**src/rtl/line_inv_pkg.sv**
```systemverilog
package line_inv_pkg;
  localparam int unsigned SEL_W = 5;

  typedef enum logic [1:0] {
    MODE_EXT  = 2'd0,
    MODE_FIX2 = 2'd1,
    MODE_PROG = 2'd2
  } inv_mode_e;
endpackage

```
**src/rtl/line_edge_det.sv**
```systemverilog
module line_edge_det (
  input  logic clk_i,
  input  logic rst_ni,
  input  logic line_clk_i,
  output logic fall_o
);
  logic line_q;

  always_ff @(posedge clk_i or negedge rst_ni) begin
    if (!rst_ni) line_q <= 1'b0;
    else         line_q <= line_clk_i;
  end

  assign fall_o = line_q & ~line_clk_i;

  assert_fall_after_high_R3: assert property (@(posedge clk_i) disable iff (!rst_ni)
    fall_o |=> !fall_o);
endmodule

```
**src/rtl/line_period_decode.sv**
```systemverilog
module line_period_decode
  import line_inv_pkg::*;
#(
  parameter int unsigned W = SEL_W
) (
  input  logic [W-1:0] sel_i,
  output logic [W-1:0] eff_o,
  output logic         ext_o,
  output logic         err_o
);
  inv_mode_e mode;

  always_comb begin
    if (sel_i == '0) begin
      mode  = MODE_EXT;
      eff_o = '0;
    end else if (sel_i == W'(1)) begin
      mode  = MODE_FIX2;
      eff_o = W'(2);  // illegal code: fall back to shortest legal period
    end else begin
      mode  = MODE_PROG;
      eff_o = sel_i;
    end
  end

  assign ext_o = (mode == MODE_EXT);
  assign err_o = (mode == MODE_FIX2);
endmodule

```
**src/rtl/line_counter.sv**
```systemverilog
module line_counter #(
  parameter int unsigned W = 5
) (
  input  logic         clk_i,
  input  logic         rst_ni,
  input  logic         fall_i,
  input  logic         ext_i,
  input  logic [W-1:0] eff_i,
  output logic         m_o
);
  localparam logic [W-1:0] ONE = W'(1);

  logic [W-1:0] cnt_q, cnt_d, per_q, per_d, act;
  logic         m_q, m_d, wrap;

  // per_q == 0 means no period latched yet: take the strap value directly
  assign act  = (per_q == '0) ? eff_i : per_q;
  assign wrap = fall_i && !ext_i && (cnt_q == act - ONE);

  always_comb begin
    cnt_d = cnt_q;
    per_d = per_q;
    m_d   = m_q;
    if (ext_i) begin
      cnt_d = '0;
      per_d = '0;
    end else begin
      per_d = act;
      if (wrap) begin
        cnt_d = '0;
        m_d   = ~m_q;
        per_d = eff_i;
      end else if (fall_i) begin
        cnt_d = cnt_q + ONE;
      end
    end
  end

  always_ff @(posedge clk_i or negedge rst_ni) begin
    if (!rst_ni) begin
      cnt_q <= '0;
      per_q <= '0;
      m_q   <= 1'b0;
    end else begin
      cnt_q <= cnt_d;
      per_q <= per_d;
      m_q   <= m_d;
    end
  end

  assign m_o = m_q;

  assert_cnt_in_range_R2: assert property (@(posedge clk_i) disable iff (!rst_ni)
    (per_q != '0) |-> (cnt_q < per_q));
  assert_no_edge_no_flip_R3: assert property (@(posedge clk_i) disable iff (!rst_ni)
    !fall_i |=> $stable(m_q));
  assert_no_unit_period_R4: assert property (@(posedge clk_i) disable iff (!rst_ni)
    per_q != ONE);
  assert_ext_holds_R5: assert property (@(posedge clk_i) disable iff (!rst_ni)
    ext_i |=> (cnt_q == '0) && $stable(m_q));
  assert_period_held_R7: assert property (@(posedge clk_i) disable iff (!rst_ni)
    (per_q != '0 && !ext_i && !wrap) |=> $stable(per_q));
endmodule

```
**src/rtl/line_inv_gen.sv**
```systemverilog
module line_inv_gen
  import line_inv_pkg::*;
#(
  parameter int unsigned SW = SEL_W
) (
  input  logic          clk_i,
  input  logic          rst_ni,
  input  logic          line_clk_i,
  input  logic [SW-1:0] period_sel_i,
  input  logic          pin_m_i,
  output logic          pin_m_o,
  output logic          pin_m_oe_o,
  output logic          drive_m_o,
  output logic          sel_err_o
);
  logic          fall, ext, m_int;
  logic [SW-1:0] eff;

  line_edge_det u_edge (
    .clk_i      (clk_i),
    .rst_ni     (rst_ni),
    .line_clk_i (line_clk_i),
    .fall_o     (fall)
  );

  line_period_decode #(.W(SW)) u_dec (
    .sel_i (period_sel_i),
    .eff_o (eff),
    .ext_o (ext),
    .err_o (sel_err_o)
  );

  line_counter #(.W(SW)) u_cnt (
    .clk_i  (clk_i),
    .rst_ni (rst_ni),
    .fall_i (fall),
    .ext_i  (ext),
    .eff_i  (eff),
    .m_o    (m_int)
  );

  assign pin_m_o    = m_int;
  assign pin_m_oe_o = !ext;
  assign drive_m_o  = ext ? pin_m_i : m_int;

  assert_err_drives_pin_R6: assert property (@(posedge clk_i) disable iff (!rst_ni)
    sel_err_o |-> pin_m_oe_o && (drive_m_o == pin_m_o));
endmodule

```
**config.mk**
```make
export PLATFORM = sky130hd
export DESIGN_NAME = line_inv_gen
export DESIGN_NICKNAME = d
export VERILOG_FILES = /design/src/rtl/line_inv_pkg.sv /design/src/rtl/line_edge_det.sv /design/src/rtl/line_period_decode.sv /design/src/rtl/line_counter.sv /design/src/rtl/line_inv_gen.sv
export SDC_FILE = /design/constraint.sdc
export NUM_CORES = 1
export LEC_CHECK = 0
export ABC_AREA = 1
export BUFFER_PORTS_ARGS = -buffer_cell sky130_fd_sc_hd__buf_2
export CAP_MARGIN = 5
export CORE_UTILIZATION = 56
export DETAILED_ROUTE_END_ITERATION = 16
export MAX_ROUTING_LAYER = met4
export PLACE_DENSITY = 0.88
export SLEW_MARGIN = 20
export SYNTH_ARGS = -nofsm -noshare
export SYNTH_HDL_FRONTEND = slang
export SYNTH_SLANG_ARGS = --single-unit
```
**constraint.sdc**
```tcl
create_clock -name clk_i -period 2.09 [get_ports clk_i]
set_input_delay 0.1045 -clock clk_i [delete_from_list [all_inputs] [get_ports clk_i]]
set_output_delay 0.1045 -clock clk_i [all_outputs]
set_load 0.1 [all_outputs]
```
Yosys cells after proc, flatten, opt, wreduce, memory -nomap -nowiden
Cells that the tools add are included.
{"block": "word_totals", "output_inout_bits": 4, "word_cells": 32, "reg_bits": 12, "in_bits": 9}
{"block": "op_classes", "n_bitwise": 4, "n_reduce_logical": 8, "add_sub_neg": 2, "eq_ne": 3, "muxes": 11}
{"cell": "$mux 5", "n": 8}
{"cell": "$logic_not 5->1", "n": 2}
{"cell": "$add 5x1->5 const B", "n": 1}
{"cell": "$eq 5x1->1 const B", "n": 1}
{"cell": "$eq 5x5->1", "n": 1}
{"cell": "$sub 5x1->5 const B", "n": 1}
{"cell": "$mux 2", "n": 2}
{"cell": "$not 1->1", "n": 3}
{"cell": "$reduce_bool 3->1", "n": 1}
{"cell": "$eq 2x1->1 const B", "n": 1}
{"cell": "$logic_and 1x1->1", "n": 2}
{"cell": "$logic_not 2->1", "n": 1}
{"cell": "$reduce_and 2->1", "n": 1}
{"cell": "$and 1x1->1", "n": 1}
{"cell": "$logic_not 1->1", "n": 1}
{"cell": "$mux 1", "n": 1}

Logic depth before layout (Yosys ltp)
Gate-level depths: netlist of the first run.
{"block": "depth", "depth_word": 9, "ltp_mapped": 14}

Hierarchy
Synthesis of the first run repeated with hierarchy kept, for this count alone.
{"block": "hier_totals", "hier_cells": 152, "hier_area_um2": 1029.7}
{"mod": "line_counter", "area_each_um2": 909.6, "seq_area_each_um2": 275.3, "cells_each": 129, "n_inst": 1}
{"mod": "line_period_decode", "area_each_um2": 65.1, "seq_area_each_um2": 0.0, "cells_each": 16, "n_inst": 1}
{"mod": "line_edge_det", "area_each_um2": 35.0, "seq_area_each_um2": 25.0, "cells_each": 3, "n_inst": 1}
{"mod": "line_inv_gen", "area_each_um2": 20.0, "seq_area_each_um2": 0.0, "cells_each": 4, "n_inst": 1}

Worst setup path before layout of the first run
Ideal clock, no wire load.
{"block": "synth_path", "path_type": "register to output", "startpoint": "reg u_cnt.m_q (netlist: u_cnt.m_o)", "endpoint": "out drive_m_o", "setup_slack_ps": -1211, "arrival_ps": 3196, "stages_incl_launch_ff": 3, "path_buffers": 0, "cell_sequence": "dfrtp_1 inv_1 o21ai_0"}
{"block": "synth_via", "elab_chain_len": 1}
{"element": "from (decl)", "line_no": "line_counter.sv:14", "rtl": "logic m_q, m_d, wrap;"}
{"element": "from (signal assigned)", "line_no": "line_counter.sv:47", "rtl": "m_q <= m_d;"}
{"element": "$mux 1", "line_no": "line_inv_gen.sv:44", "rtl": "assign drive_m_o = ext ? pin_m_i : m_int;"}
{"element": "to (decl)", "line_no": "line_inv_gen.sv:13", "rtl": "output logic drive_m_o,"}
No other way between the ends.

Worst setup path in the final report of the first run
{"block": "layout_path", "startpoint": "reg u_cnt.per_q[3]", "endpoint": "reg u_cnt.cnt_q[1]"}
{"block": "layout_via", "elab_chain_len": 7}
{"element": "from (decl)", "line_no": "line_counter.sv:13", "rtl": "logic [W-1:0] cnt_q, cnt_d, per_q, per_d, act;"}
{"element": "from (signal assigned)", "line_no": "line_counter.sv:46", "rtl": "per_q <= per_d;"}
{"element": "$logic_not 5->1", "line_no": "line_counter.sv:17", "rtl": "assign act = (per_q == '0) ? eff_i : per_q;"}
{"element": "$mux 5 (*)", "line_no": "line_counter.sv:17"}
{"element": "$sub 5x1->5 (*)", "line_no": "line_counter.sv:18", "rtl": "assign wrap = fall_i && !ext_i && (cnt_q == act - ONE);"}
{"element": "$eq 5x5->1 (*)", "line_no": "line_counter.sv:18"}
{"element": "$logic_and 1x1->1 (*)", "line_no": "line_counter.sv:18"}
{"element": "$mux 5", "line_no": "line_counter.sv:29", "rtl": "if (wrap) begin"}
{"element": "$mux 5", "line_no": "line_counter.sv:24", "rtl": "if (ext_i) begin"}
{"element": "to (signal assigned)", "line_no": "line_counter.sv:45", "rtl": "cnt_q <= cnt_d;"}
{"element": "to (decl)", "line_no": "line_counter.sv:13"}
Mark *: on every way between the ends. The rest lies on a longest branch, timed or not.
A chain may end at the register's enable or synchronous reset.

==> results of run 1 <==
==> synth_stat cells (all sizes together) <==
library cell  count  area share (%)
nand3b            1            0.78
nand3            14              11
xor2              4             3.6
ha                1             1.3
and3              1            0.65
a21oi             4             2.5
nand4             8             5.2
o21ai             4             3.2
inv              19             7.4
nand2            52              22
dfrtp            12              31
nor2             17              11
==> flip-flops by register name, indices dropped and copies added, names as in the netlist <==
| name | cells |
|---|---|
| u_edge.line_q | 1 |
| u_cnt.per_q | 5 |
| u_cnt.m_o | 1 |
| u_cnt.cnt_q | 5 |
==> placed cells by master (no fill, tap or decap), types with 4 or more instances in the layout <==
| cell | instances |
|---|---|
| nand2_1 | 47 |
| nand3_1 | 10 |
| buf_2 | 12 |
| nand4_1 | 8 |
| nor2_1 | 10 |
| inv_1 | 16 |
| dfrtp_1 | 12 |
| nand2_2 | 4 |
==> worst paths after layout <==
path	slack, ns	cells past startpoint	to	from
max	0.1	11	u_cnt.cnt_q[1]$_DFFE_PN0P_	u_cnt.per_q[3]$_DFF_PN0_
min	0.13	3	u_cnt.per_q[3]$_DFF_PN0_	period_sel_i[3]
max reg2reg	0.1	11	u_cnt.cnt_q[1]$_DFFE_PN0P_	u_cnt.per_q[3]$_DFF_PN0_
min reg2reg	0.51	2	u_cnt.m_o$_DFFE_PN0P_	u_cnt.m_o$_DFFE_PN0P_
max in group asynchronous	1.61	2	u_cnt.cnt_q[0]$_DFFE_PN0P_	rst_ni
min in group asynchronous	0.25	2	u_cnt.m_o$_DFFE_PN0P_	rst_ni
==> power groups by stage <==
stage          Sequential [mW]  Clock [mW]  Combinational, mW
6_report                 0.431       0.139               1.17
4_1_cts                  0.426       0.139               1.04
2_1_floorplan            0.462           0              0.823
3_3_place_gp             0.425           0              0.996
5_1_grt                  0.442       0.153               1.26
3_5_place_dp             0.430           0               1.03
==> cell type report <==
cell class                 count  area (um2)  area share [%]
multi-input combinational    106         606            54.0
tap                           16        20.0            1.78
inverter                      19        71.3            6.35
clock buffer                   3        22.5            2.01
timing repair buffer          17         103            9.14
sequential                    12         300            26.8
==> per-stage QoR <==
step	utilization (%)	TNS (ns)	hold slack, ns
after floorplan	-	0	-0.191
after global placement	67.3	0	-0.00846
after detailed placement	67.3	0	-0.00509
after CTS	70.1	0	0.123
after global routing	72.0	-0.0290	0.145
final	72.0	0	0.132
==> kinds of logic after synthesis <==
| logic type | count (synthesis) |
|---|---|
| AO/OA/AOI/OAI | 8 |
| XOR/XNOR | 4 |
| adder cells (fa/ha/maj) | 1 |
| buffers and inverters | 19 |
| flip-flops | 12 |
| AND/OR/NAND/NOR | 93 |
==> layer usage <==
layer / track usage [%] / up-vias / wire length (um)
met5: - / - / 0
met4: 12.5 / 0 / 59
met3: 1.25 / 9 / 134
met2: 43.0 / 40 / 1100
met1: 33.0 / 426 / 981
li1: - / 478 / -
==> worst min-delay path, stage by stage <==
cell and delay, ns:
buf_2 0.13, nand4_1 0.09, nand2_1 0.05
==> timing repair <==
action / CTS / global route
setup buffers: 0 / 3
hold buffers: 2 / 0
hold endpoints to repair: 13 / 0
endpoints found under the setup margin: 0 / 2
resized for setup: 0 / 1
==> out/results.txt, run 1 <==
Status -> complete, but fails checks
Violated checks -> design-rule violations
Vias/cell -> 5.51
Combinational Power Share -> 67.3%
Pwr per Cell Area -> 1550 nW/um2
Root Buffer -> clkbuf_4
Period utilisation layout -> 95.2%
Sw frac -> 54.8%
Fin. max-slew vios -> 0
Post-Synth XOR/XNOR Area -> 3.63%
# setup viols final -> 0
Crit path buf inv count -> 0
Clk pwr share -> 8.0%
Rel. slew slack -> 67.7%
Clock transition at the registers of the reported paths -> 0.07 ns
LEAKAGE -> 0.612 nW
Post-synthesis adder-cell area fraction -> 1.30%
WL per Instance -> 13.1 um
GR Util All Layers -> 26.1%
Main combinational cell family by area after synthesis -> simple AND/OR/NAND/NOR gates
Critical Path AT -> 2.15 ns
Die W -> 43.5 um
Maximum VDD drop -> 1.03 mV
Drt pass-1 iters -> 10
CP required -> 2.25 ns
CTS Buf Count -> 3
Design area -> 1120 um2
Die Ht -> 43.5 um
First-pass GRT wire length -> 3570 um
GPL Wtd Cong -> 0.901
Layout area overhead -> 16.2%
Average size of a mapped cell -> 7.05 um2
Clock buffer depth -> 2
Number of global-route vias before repair -> 843
First-iteration detailed-routing DRC count -> 48
Placement Cell Area -> 1050 um2
Share of cells above drive strength 1 -> 26.1%
WL final -> 2270 um
Unique cell type count in the Yosys netlist -> 22
Initial Utilization -> 62.0%
Row count -> 14
Nets -> 169
Die area -> 1890 um2
Maxcap violations -> 0
Synth Cell Area -> 966 um2
CP max FO -> 8
CTS tree -> built
Worst Slack Setup Final -> 0.0994 ns
Post-Synthesis Net Count -> 147
H-Tree Depth -> 1
Post-synthesis mux area share -> 0%
Crit-path slowest cell -> dfrtp_1
Synth Area in Compound Gates -> 5.70%
Post-synthesis sequential area ratio -> 31.1%
Minimum clock period -> 1.99 ns
Dpl ws -> 0.216 ns
Vias -> 953
Synth Register Bits -> 12
Initial antenna violation count -> 0
Post-Syn Instances -> 137
Largest stage delay, worst path -> 0.41 ns
CP Launch Type -> flip-flop
Port Buffers -> 12
Yosys Warn Count -> 0
Clk_lat worst skew -> 0.27 ns
Hold Crit Class -> in -> reg
Most common cell on crit path -> nand2_1
Simple-Gate Fraction of Synth Area -> 50.9%
Placed Instances -> 165
Crit end category -> flip-flop
Sequential share of power -> 24.7%
Chain of cells forming the critical path -> nor2_4 > nand3_1 > nand2_1 > xor2_2 > nand3_1 > nand2_1 > nand2_1 > nor2_4 > nand2_2 > nand3_1 > nand2_1
# DRC -> 2
Core area -> 1560 um2
Largest net degree at the start of global routing -> 13
Clock skew -> 0.00785 ns
Internal cell power -> 788 uW
Antenna-violating nets left -> 0
Slew @ Worst Pin -> 0.488 ns
Critical path's top delay family -> simple AND/OR/NAND/NOR gates
Placed wire-length estimate -> 1580 um
Diodes inserted -> 0
IO Count -> 13
Final Non-Filler Cells -> 173
Crit Path Category -> reg -> reg
Final Hold Fails -> 0
Total net switching power -> 956 uW
FMAX -> 0.502 GHz
Overall Power -> 1.74 mW
Total grt overflow -> 0
Clk sink count -> 12
# fillers -> 120
(Power assumes the default switching activity.)
==> run 2: changes to the inputs <==
Settings changed: REMOVE_ABC_BUFFERS from default to 1.
==> out/results.txt, run 2 (synthesis gave the netlist of run 1 again) <==
Post-Route Utilization -> 69.8% (was 72.0%)
Layout area overhead -> 12.7% (was 16.2%)
FMAX -> 0.535 GHz (was 0.502 GHz)
Initial Utilization -> 62.0% (unchanged)
Clock buffer depth -> 2 (unchanged)
Top flop regs -> u_cnt.cnt_q: 5 flops, u_cnt.per_q: 5 flops (unchanged)
Crit Path Category -> reg -> reg (unchanged)
Crit end category -> flip-flop (unchanged)
Maximum VDD drop -> 1.00 mV (was 1.03 mV)
Hold Crit Class -> in -> reg (unchanged)
Placed wire-length estimate -> 1630 um (was 1580 um)
Placed Instances -> 165 (unchanged)
Minimum clock period -> 1.87 ns (was 1.99 ns)
First-pass GRT wire length -> 3680 um (was 3570 um)
Port Buffers -> 12 (unchanged)
Pwr per Cell Area -> 1490 nW/um2 (was 1550 nW/um2)
RSZ-0062 raised after global routing -> false
Nets -> 166 (was 169)
Core area -> 1560 um2 (unchanged)
Worst Slack Setup Final -> 0.220 ns (was 0.0994 ns)
TNS Setup -> 0 ns (unchanged)
GR Util All Layers -> 27.1% (was 26.1%)
Vias -> 938 (was 953)
Status -> complete, but fails checks (unchanged)
Vias/cell -> 5.52 (was 5.51)
Routing usage on met1 -> 33.4% (was 33.0%)
# setup viols final -> 0 (unchanged)
Placement Cell Area -> 1050 um2 (about the same)
Multi-input logic area -> 594 um2 (was 606 um2)
Die area -> 1890 um2 (unchanged)
Drt pass-1 iters -> 10 (unchanged)
Diodes inserted -> 0 (unchanged)
Hold WS -> 0.124 ns (was 0.132 ns)
# fillers -> 133 (was 120)
Hold Path Cell Cnt -> 3 (unchanged)
Die W -> 43.5 um (unchanged)
Clock transition at the registers of the reported paths -> 0.07 ns (about the same)
H-Tree Depth -> 1 (unchanged)
Antenna-violating nets left -> 0 (unchanged)
Register-to-Register Path Depth -> 12 (was 11)
Dpl ws -> 0.256 ns (was 0.216 ns)
IO Count -> 13 (unchanged)
CTS Buf Count -> 3 (unchanged)
Clock skew -> 0.00792 ns (was 0.00785 ns)
Final Hold Fails -> 0 (unchanged)
WL per Instance -> 12.6 um (was 13.1 um)
Hold-fix buffers, CTS -> 2 (unchanged)
Met2 usage -> 43.3% (was 43.0%)
Period utilisation layout -> 89.5% (was 95.2%)
Most frequent cells in the layout -> 47 x nand2_1, 16 x inv_1, 12 x buf_2, 12 x dfrtp_1 (unchanged)
Total grt overflow -> 0 (unchanged)
Clk sink count -> 12 (unchanged)
Critical Path AT -> 2.02 ns (was 2.15 ns)
Rel. slew slack -> 67.9% (was 67.7%)
Row count -> 14 (unchanged)
Grt met3 use -> 1.25% (unchanged)
Slew @ Worst Pin -> 0.485 ns (was 0.488 ns)
Root Buffer -> clkbuf_4 (unchanged)
Maxcap violations -> 0 (unchanged)
Die Ht -> 43.5 um (unchanged)
Final Non-Filler Cells -> 170 (was 173)
# resized after CTS -> 0 (unchanged)
Reg area -> 300 um2 (unchanged)
Design area -> 1090 um2 (was 1120 um2)
CP Launch Type -> flip-flop (unchanged)
Fin. max-slew vios -> 0 (unchanged)
GPL Wtd Cong -> 0.894 (was 0.901)
Largest net degree at the start of global routing -> 13 (unchanged)
Number of global-route vias before repair -> 920 (was 843)
LEAKAGE -> 0.594 nW (was 0.612 nW)
# DRC -> 2 (unchanged)
First-iteration detailed-routing DRC count -> 24 (was 48)
Share of cells above drive strength 1 -> 23.4% (was 26.1%)
CTS tree -> built (unchanged)
Violated checks -> design-rule violations (unchanged)
WL final -> 2150 um (was 2270 um)
CP max FO -> 8 (unchanged)
Clk_lat worst skew -> 0.27 ns (about the same)
Commonest non-fill, non-tap cell in the layout -> nand2_1 (unchanged)
Overall Power -> 1.63 mW (was 1.74 mW)
Initial antenna violation count -> 0 (unchanged)
GRT busiest layer -> met2 (unchanged)
Post-CTS Setup Bufs -> 0 (unchanged)
CP required -> 2.24 ns (was 2.25 ns)
-- run 2: cell count changes in the layout (fill, tap and decap cells not counted), sizes merged --
cell | previous run | this run
buf | 15 | 12
-- run 2: area by class of cell --
| type | count | share of cell area [%] |
|---|---|---|
| clock buffer | 3 | 2.07 |
| tap | 16 | 1.84 |
| sequential | 12 | 27.6 |
| multi-input combinational | 106 | 54.6 |
| inverter | 19 | 6.55 |
| timing repair buffer | 14 | 7.36 |
-- run 2: routing by layer --
metal	share of wire (%)	wire length, um	up-vias
li1	-	-	468
met1	43	927	420
met2	49	1060	46
met3	5.2	112	4
met4	2.1	46	0
met5	0	0	-
-- run 2: critical path: stages (launching register included) --
cell     delay (ns)
dfrtp_1        0.41
nor2_4         0.18
nand3_4        0.12
nand2_1        0.12
nand2_4        0.08
nand3_2        0.09
nand2_1        0.08
nand3_1        0.08
nand2_1        0.09
nor2_4         0.20
nand3_4        0.13
nand2_1        0.08
nand2_1        0.07
-- run 2: worst paths after layout --
kind / endpoint / slack [ns] / startpoint
min in group asynchronous: u_edge.line_q$_DFF_PN0_ / 0.25 / rst_ni
min reg2reg: u_cnt.m_o$_DFFE_PN0P_ / 0.51 / u_cnt.m_o$_DFFE_PN0P_
max: u_cnt.per_q[2]$_DFF_PN0_ / 0.22 / u_cnt.per_q[0]$_DFF_PN0_
max in group asynchronous: u_cnt.cnt_q[3]$_DFFE_PN0P_ / 1.61 / rst_ni
min: u_cnt.per_q[3]$_DFF_PN0_ / 0.12 / period_sel_i[3]
max reg2reg: u_cnt.per_q[2]$_DFF_PN0_ / 0.22 / u_cnt.per_q[0]$_DFF_PN0_
-- run 2: power breakdown --
part	switching [mW]	total (mW)	leakage [nW]	internal, mW
registers	0.106	0.430	0.149	0.324
logic	0.731	1.05	0.431	0.324
clock network	0.0736	0.140	0.0138	0.0667
total	0.911	1.63	0.594	0.714
==> run 3: changes to the inputs <==
Settings changed: PLACE_DENSITY 0.88 to 0.75.
==> out/results.txt, run 3 (synthesis gave the netlist of run 1 again) <==
Status -> completed (was complete, but fails checks)
Die Ht -> 43.5 um (unchanged)
Dpl ws -> 0.192 ns (was 0.256 ns)
IO Count -> 13 (unchanged)
Chain of cells forming the critical path -> nor2_4 > nand3_1 > nand2_1 > xor2_1 > nand3_1 > nand2_1 > nand2_1 > nor2_4 > nand2_2 > nand3_1 > nand2_1 (was nor2_4 > nand3_4 > nand2_1 > nand2_4 > nand3_2 > nand2_1 > nand3_1 > nand2_1 > nor2_4 > nand3_4 > nand2_1 > nand2_1)
Total net switching power -> 896 uW (was 911 uW)
Port Buffers -> 12 (unchanged)
Final Non-Filler Cells -> 170 (unchanged)
CTS tree -> built (unchanged)
Most frequent cells in the layout -> 47 x nand2_1, 16 x inv_1, 12 x buf_2, 12 x dfrtp_1 (unchanged)
Worst Slack Setup Final -> 0.169 ns (was 0.220 ns)
Vias -> 934 (was 938)
Crit end category -> flip-flop (unchanged)
Diodes inserted -> 0 (unchanged)
WL per Instance -> 12.2 um (was 12.6 um)
Clock buffer depth -> 2 (unchanged)
Sw frac -> 55.7% (was 56.0%)
Period utilisation layout -> 91.9% (was 89.5%)
Share of cells above drive strength 1 -> 23.4% (unchanged)
Die area -> 1890 um2 (unchanged)
Initial antenna violation count -> 0 (unchanged)
Fin. max-slew vios -> 0 (unchanged)
Nets -> 166 (unchanged)
# resized after CTS -> 0 (unchanged)
Maximum VDD drop -> 0.906 mV (was 1.00 mV)
Clk sink count -> 12 (unchanged)
Clock skew -> 0.00726 ns (was 0.00792 ns)
GR Util All Layers -> 27.2% (was 27.1%)
Sequential share of power -> 26.6% (was 26.5%)
Crit-path slowest cell -> dfrtp_1 (unchanged)
Layout area overhead -> 12.7% (unchanged)
FMAX -> 0.520 GHz (was 0.535 GHz)
# setup viols final -> 0 (unchanged)
Largest net degree at the start of global routing -> 13 (unchanged)
WL final -> 2070 um (was 2150 um)
Pwr per Cell Area -> 1480 nW/um2 (was 1490 nW/um2)
Row count -> 14 (unchanged)
Initial Utilization -> 62.0% (unchanged)
Largest stage delay, worst path -> 0.41 ns (about the same)
Commonest non-fill, non-tap cell in the layout -> nand2_1 (unchanged)
Combinational Power Share -> 64.5% (was 64.9%)
CP Launch Type -> flip-flop (unchanged)
Rel. slew slack -> 67.9% (about the same)
Maxcap violations -> 0 (unchanged)
Slew @ Worst Pin -> 0.485 ns (about the same)
Clk pwr share -> 8.8% (was 8.6%)
Minimum clock period -> 1.92 ns (was 1.87 ns)
CTS Buf Count -> 3 (unchanged)
Placed Instances -> 165 (unchanged)
Die W -> 43.5 um (unchanged)
Hold Crit Class -> in -> reg (unchanged)
Clk_lat worst skew -> 0.27 ns (about the same)
Number of global-route vias before repair -> 902 (was 920)
# DRC -> 0 (was 2)
Crit Path Category -> reg -> reg (unchanged)
# fillers -> 121 (was 133)
CP max FO -> 8 (unchanged)
Drt pass-1 iters -> 4 (was 10)
Top flop regs -> u_cnt.cnt_q: 5 flops, u_cnt.per_q: 5 flops (unchanged)
Final Hold Fails -> 0 (unchanged)
CP required -> 2.25 ns (was 2.24 ns)
Post-CTS Setup Bufs -> 0 (unchanged)
Critical Path AT -> 2.08 ns (was 2.02 ns)
Placed wire-length estimate -> 1630 um (about the same)
Reg area -> 300 um2 (unchanged)
First-pass GRT wire length -> 3710 um (was 3680 um)
Core area -> 1560 um2 (unchanged)
RSZ-0062 raised after global routing -> false (unchanged)
Clock transition at the registers of the reported paths -> 0.08 ns (was 0.07 ns)
LEAKAGE -> 0.594 nW (unchanged)
Vias/cell -> 5.49 (was 5.52)
Most common cell on crit path -> nand2_1 (unchanged)
H-Tree Depth -> 1 (unchanged)
Multi-input logic area -> 594 um2 (unchanged)
First-iteration detailed-routing DRC count -> 36 (was 24)
Root Buffer -> clkbuf_4 (unchanged)
Internal cell power -> 711 uW (was 714 uW)
Antenna-violating nets left -> 0 (unchanged)
GPL Wtd Cong -> 0.845 (was 0.894)
Total grt overflow -> 0 (unchanged)
run 3: routing by layer:
| layer | global-route usage [%] | wire length [um] |
|---|---|---|
| met5 | - | 0 |
| met4 | 15.0 | 51 |
| met3 | 1.25 | 98 |
| met2 | 43.9 | 1010 |
| met1 | 34.4 | 912 |
run 3: power by group through the flow:
stage / clock (mW) / sequential (mW) / combinational (mW)
3_3_place_gp: 0 / 0.425 / 1.01
4_1_cts: 0.141 / 0.426 / 1.04
5_1_grt: 0.153 / 0.438 / 1.15
3_5_place_dp: 0 / 0.431 / 1.03
6_report: 0.142 / 0.428 / 1.04
2_1_floorplan: 0 / 0.462 / 0.818
run 3: worst paths after layout:
kind                            cells past startpoint  slack, ns                     start                          to
min in group asynchronous                           2       0.25                    rst_ni       u_cnt.m_o$_DFFE_PN0P_
worst max register to register                     11       0.17  u_cnt.per_q[3]$_DFF_PN0_  u_cnt.cnt_q[2]$_DFFE_PN0P_
worst max-delay path                               11       0.17  u_cnt.per_q[3]$_DFF_PN0_  u_cnt.cnt_q[2]$_DFFE_PN0P_
worst min-delay path                                3       0.13           period_sel_i[3]    u_cnt.per_q[3]$_DFF_PN0_
max in group asynchronous                           2       1.62                    rst_ni    u_cnt.per_q[1]$_DFF_PN0_
worst min register to register                      2       0.50     u_cnt.m_o$_DFFE_PN0P_       u_cnt.m_o$_DFFE_PN0P_
run 3: critical path, delay by kind of cell (launching register included):
kind,cells,cell delay (ns)
and+or+nand+nor,10,1.15
DFF,1,0.41
xor gates and xnor gates,1,0.25
run 3: area by class of cell:
type / instances / area share, %
clock buffer: 3 / 2.07
inverter: 19 / 6.55
multi-input combinational: 106 / 54.6
sequential: 12 / 27.6
tap: 16 / 1.84
timing repair buffer: 14 / 7.36
run 3: stage by stage:
step	total power, mW	TNS [ns]	util (%)	hold slack (ns)	instance area (um2)
floorplan	1.28	-1.21	-	-0.191	966
global placement	1.44	0	67.1	-0.00632	1050
detailed placement	1.46	0	67.1	-0.00769	1050
CTS	1.60	0	69.8	0.133	1090
global route	1.74	0	69.8	0.168	1090
finish	1.61	0	69.8	0.133	1090
run 3: what timing repair did:
item	in CTS	in global routing
endpoints found under the setup margin	0	0
hold buffers	2	0
hold endpoints to repair	13	0
